==> src/rtl/ext_irq_pkg.sv <==
package ext_irq_pkg;

    typedef enum logic [1:0] {
        SENSE_LOW  = 2'b00,
        SENSE_FALL = 2'b01,
        SENSE_RISE = 2'b10,
        SENSE_BOTH = 2'b11
    } sense_e;

    typedef struct packed {
        logic now;
        logic prev;
    } pin_hist_t;

    typedef struct packed {
        logic set;
        logic hw_clr;
        logic sw_clr;
    } flag_evt_t;

    function automatic logic detect_set(input sense_e mode, input pin_hist_t h);
        logic hit;
        case (mode)
            SENSE_LOW:  hit = ~h.now;
            SENSE_FALL: hit = h.prev & ~h.now;
            SENSE_RISE: hit = ~h.prev & h.now;
            default:    hit = h.prev ^ h.now;
        endcase
        return hit;
    endfunction

    function automatic logic ack_may_clear(input sense_e mode, input logic level);
        return (mode != SENSE_LOW) || level;
    endfunction

endpackage

==> src/rtl/irq_pin_detect.sv <==
module irq_pin_detect
    import ext_irq_pkg::*;
#(
    parameter int SYNC_STAGES = 2
) (
    input  logic   clk,
    input  logic   rst,
    input  logic   pin,
    input  sense_e mode,
    output logic   level,
    output logic   set_ev
);
    localparam int LAST = SYNC_STAGES - 1;

    logic [LAST:0] sync_q;
    logic          prev_q;
    pin_hist_t     hist;

    always_ff @(posedge clk) begin
        if (rst) begin
            sync_q <= '1;
            prev_q <= 1'b1;
        end else begin
            sync_q <= {sync_q[LAST-1:0], pin};
            prev_q <= sync_q[LAST];
        end
    end

    always_comb begin
        hist.now  = sync_q[LAST];
        hist.prev = prev_q;
        level     = hist.now;
        set_ev    = detect_set(mode, hist);
    end

endmodule

==> src/rtl/irq_flag_cell.sv <==
module irq_flag_cell
    import ext_irq_pkg::*;
(
    input  logic clk,
    input  logic rst,
    input  logic set_ev,
    input  logic hw_clr,
    input  logic rd_seen,
    input  logic wr_zero,
    output logic flag,
    output logic armed
);
    logic      flag_q;
    logic      armed_q;
    flag_evt_t evt;

    always_comb begin
        evt.set    = set_ev;
        evt.hw_clr = hw_clr;
        evt.sw_clr = wr_zero & armed_q;
    end

    always_ff @(posedge clk) begin
        if (rst) begin
            flag_q  <= 1'b0;
            armed_q <= 1'b0;
        end else begin
            if (evt.set)
                flag_q <= 1'b1;
            else if (evt.hw_clr || evt.sw_clr)
                flag_q <= 1'b0;

            if (evt.set)
                armed_q <= 1'b0;
            else if (rd_seen && flag_q)
                armed_q <= 1'b1;
            else if (evt.hw_clr || evt.sw_clr)
                armed_q <= 1'b0;
        end
    end

    assign flag  = flag_q;
    assign armed = armed_q;

endmodule

==> src/rtl/ext_irq_flags.sv <==
module ext_irq_flags
    import ext_irq_pkg::*;
#(
    parameter int NCH         = 8,
    parameter int SYNC_STAGES = 2,
    localparam int CFG_W      = 2 * NCH
) (
    input  logic             clk,
    input  logic             rst,
    input  logic [NCH-1:0]   pin_in,
    input  logic [CFG_W-1:0] sense_cfg,
    input  logic             bus_rd,
    input  logic             bus_wr,
    input  logic [NCH-1:0]   bus_wdata,
    input  logic [NCH-1:0]   exc_ack,
    input  logic [NCH-1:0]   xfer_start,
    input  logic [NCH-1:0]   xfer_keep,
    output logic [NCH-1:0]   flags,
    output logic [NCH-1:0]   irq_req
);
    logic [NCH-1:0] set_ev;
    logic [NCH-1:0] pin_sync;
    logic [NCH-1:0] armed;
    logic [NCH-1:0] hw_clr;
    logic [NCH-1:0] wr_zero;

    for (genvar n = 0; n < NCH; n++) begin : g_ch
        sense_e mode;
        assign mode = sense_e'(sense_cfg[2*n +: 2]);

        irq_pin_detect #(.SYNC_STAGES(SYNC_STAGES)) u_det (
            .clk    (clk),
            .rst    (rst),
            .pin    (pin_in[n]),
            .mode   (mode),
            .level  (pin_sync[n]),
            .set_ev (set_ev[n])
        );

        assign hw_clr[n] = (exc_ack[n] & ack_may_clear(mode, pin_sync[n]))
                         | (xfer_start[n] & ~xfer_keep[n]);
        assign wr_zero[n] = bus_wr & ~bus_wdata[n];

        irq_flag_cell u_cell (
            .clk     (clk),
            .rst     (rst),
            .set_ev  (set_ev[n]),
            .hw_clr  (hw_clr[n]),
            .rd_seen (bus_rd),
            .wr_zero (wr_zero[n]),
            .flag    (flags[n]),
            .armed   (armed[n])
        );
    end

    assign irq_req = flags;

endmodule

==> config.mk <==
export PLATFORM = sky130hd
export DESIGN_NAME = ext_irq_flags
export DESIGN_NICKNAME = d
export VERILOG_FILES = /design/src/rtl/ext_irq_pkg.sv /design/src/rtl/irq_pin_detect.sv /design/src/rtl/irq_flag_cell.sv /design/src/rtl/ext_irq_flags.sv
export SDC_FILE = /design/constraint.sdc
export NUM_CORES = 1
export LEC_CHECK = 0
export BUFFER_PORTS_ARGS = -buffer_cell sky130_fd_sc_hd__buf_2
export CORE_ASPECT_RATIO = 0.7
export CORE_MARGIN = 3
export CORE_UTILIZATION = 50
export DETAILED_ROUTE_END_ITERATION = 8
export GPL_TIMING_DRIVEN = 0
export PLACE_DENSITY = 0.86
export SYNTH_ARGS = -nofsm -noshare
export SYNTH_HDL_FRONTEND = slang
export SYNTH_SLANG_ARGS = --single-unit
==> constraint.sdc <==
create_clock -name clk -period 2.1 [get_ports clk]
set_input_delay 0.42 -clock clk [delete_from_list [all_inputs] [get_ports clk]]
set_output_delay 0.42 -clock clk [all_outputs]
set_load 0.005 [all_outputs]
==> flow_summary.toml <==
[min_path]
worstHoldPathType = "in2reg"

[yosys]
yosysMostFrequentCell = "dfxtp_1"
syn_nets = 286
ys_types = 22
postSynthAreaPerCell_sq_um = 9.890
ys.flop_type = "dfxtp_1"
synth-edff-count = 0
synth.area.top_cells = "dfxtp_1 (39%), ha_1 (9.6%), mux4_2 (8.7%)"
netlist_area_sq_mm = 0.002077
ys_async_sr_fraction_pct = 0
seq_area_frac_synth_pct = 38.55
synth_common_cells = "dfxtp_1 (40), inv_1 (34), or2_1 (24)"
synth_cells = 210
yosys_register_bits = 40
ys.warnings.count = 0
synth_top_area_cell = "dfxtp_1"
netlist.area_leader.share_pct = 38.55

[power_and_ir_drop]
p_seq_share_pct = 54.4
internal-power_w = 0.001136
total_power_w = 0.001484
cellPowerDensity_mw_per_mm2 = 573.4
sw_frac_of_total_pct = 23.43
p_leak_nw = 1.276
switching_power_w = 0.0003477
peakVddDrop_v = 0.0004784
clkPwrFrac_pct = 31.6
combPwrFrac_pct = 14.0

[sta]
skew_ps = 6.893
post-route-period-util_pct = 71.25
fmax_mhz = 668.4
final-hold-violation-count = 0
worstMarginPinSlew_ps = 564.0
relSlewSlack_pct = 62.40
worst_slack_ps = 603.8
period_minus_slack_ps = 1496
rsz0062_at_grt = "false"
setup_violations = 0
final-max-slew-violation-count = 0
tns_ps = 0

[detailed_routing]
met3_length_um = 278
top_layer = "met4"
vias = 1628
viasPerCell = 4.774
wl_per_cell_um = 11.64
wl_met1_um = 1801
drt-initial-drc-count = 68
drc_errors = 0
wl_met2_um = 1846
drtPass1Iterations = 4
routed_wl_um = 3968
ant_nets = 0

[clock_tree]
numCtsBuffers = 5
post-cts-setup-buffers = 0
clkSinkCount = 40
cts_root_buf = "clkbuf_8"
h-tree-depth = 2
cts_hold_buf = 0
cts_max_path_buffers = 2
clk-insertion-delay-late_ps = 280
clk_pin_slew_ps = 70
cts_resized = 0
tritoncts = "built"

[setup_path]
worstPathRequired_ps = 2280
worstSetupPathType = "reg2reg"
setup.worst_path.start_class = "flop"
worstPathArrival_ps = 1670
crit_fanout = 2
endpoint_kind = "flop"

[floorplan]
die-area_sq_mm = 0.004976
dieHeight_um = 59.93
start_util_pct = 55.56
core-area_sq_mm = 0.003739
ioPinCount = 76
rows = 18
die_w_um = 83.04

[global_route]
antenna_found_initial = 0
grt_pass1_vias = 1536
grt_first_pass_wirelength_um = 6706
grt-ovfl-total = 0
grt_use_total_pct = 17.05
grt_max_degree = 12

[place]
portBuffers = 74
gp_congestion = 0.7648
dp_cells = 334
hpwl_um = 3215
place_ws_ps = 631.7

[cells_and_area]
fin_nets = 367
n_antenna_cell = 0
final_core_util_pct = 69.21
drive_gt1_share_pct = 37.80
area_delta_synth_final_pct = 24.58
instances_no_fill = 341

[status]
status = "finished clean"

[flow_run]
cap_violations = 0
## flip-flops by register name (all words and copies together), names as in the netlist
register           count
g_ch.u_cell.flag       8
g_ch.u_det.prev_q      8
g_ch.u_cell.armed      8
g_ch.u_det.sync_q     16
## metal layers
layer  global-route usage, %  vias up
met4                   4.895        0
li1                        -      851
met3                   5.096        6
met2                   29.68       48
met1                   20.88      723
met5                       0        -
## kinds of logic after synthesis
group | share of synthesized area, %
AND/OR/NAND/NOR | 17.05
AO/OA/AOI/OAI | 12.71
multiplexers | 8.675
adder cells (fa/ha/maj) | 9.638
buffers and inverters | 13.37
flip-flops | 38.55
## power groups by stage
stage | Sequential [W] | Clock, W | Combinational (W)
floorplan | 0.000819 | 0 | 0.000115
global placement | 0.000824 | 0 | 0.000202
detailed placement | 0.000825 | 0 | 0.000210
CTS | 0.000808 | 0.000481 | 0.000211
global route | 0.000811 | 0.000511 | 0.000236
finish | 0.000807 | 0.000469 | 0.000208
## metrics by stage
step	cell area, sq um	hold slack [ps]
2_1_floorplan	2077	383.2
3_3_place_gp	2510	385.2
4_1_cts	2587	298.6
5_1_grt	2587	306.0
3_5_place_dp	2510	388.7
6_report	2587	306.5
## cell usage in the layout (no fill, tap or decap), drive strengths merged, types with 5 or more instances in the layout
cell type,instances
and2,6
o31ai,8
nand2b,16
buf,90
mux4,8
o2111ai,6
clkbuf,10
or2,24
inv,38
a41oi,5
ha,16
dfxtp,40
a21oi,6
nor3b,5
## final timing paths
| kind | depth (start not counted) | from | end | slack [ps] |
|---|---|---|---|---|
| hold / removal | 2 | pin_in[2] | g_ch[2].u_det.sync_q[0] | 310 |
| setup / recovery | 5 | g_ch[2].u_det.prev_q | g_ch[2].u_cell.flag | 600 |
| hold reg to reg | 1 | g_ch[5].u_det.sync_q[0] | g_ch[5].u_det.sync_q[1] | 400 |
| setup reg to reg | 5 | g_ch[2].u_det.prev_q | g_ch[2].u_cell.flag | 600 |
## area by class of cell
| type | count | area, sq um |
|---|---|---|
| fill | 310 | 1151 |
| clock buffer | 6 | 72.57 |
| sequential | 40 | 800.8 |
| tap | 50 | 62.56 |
| inverter | 38 | 142.6 |
| clock inverter | 1 | 5.005 |
| multi-input combinational | 112 | 998.5 |
| timing repair buffer | 74 | 370.4 |
| buffer | 20 | 135.1 |
## worst max-delay path: stages, from the launching register on
cell and delay [ps]:
dfxtp_1 340, inv_1 50, ha_1 280, inv_2 30, mux4_2 490, o21ba_1 210
No activity file was read; power rests on OpenSTA's default activity.
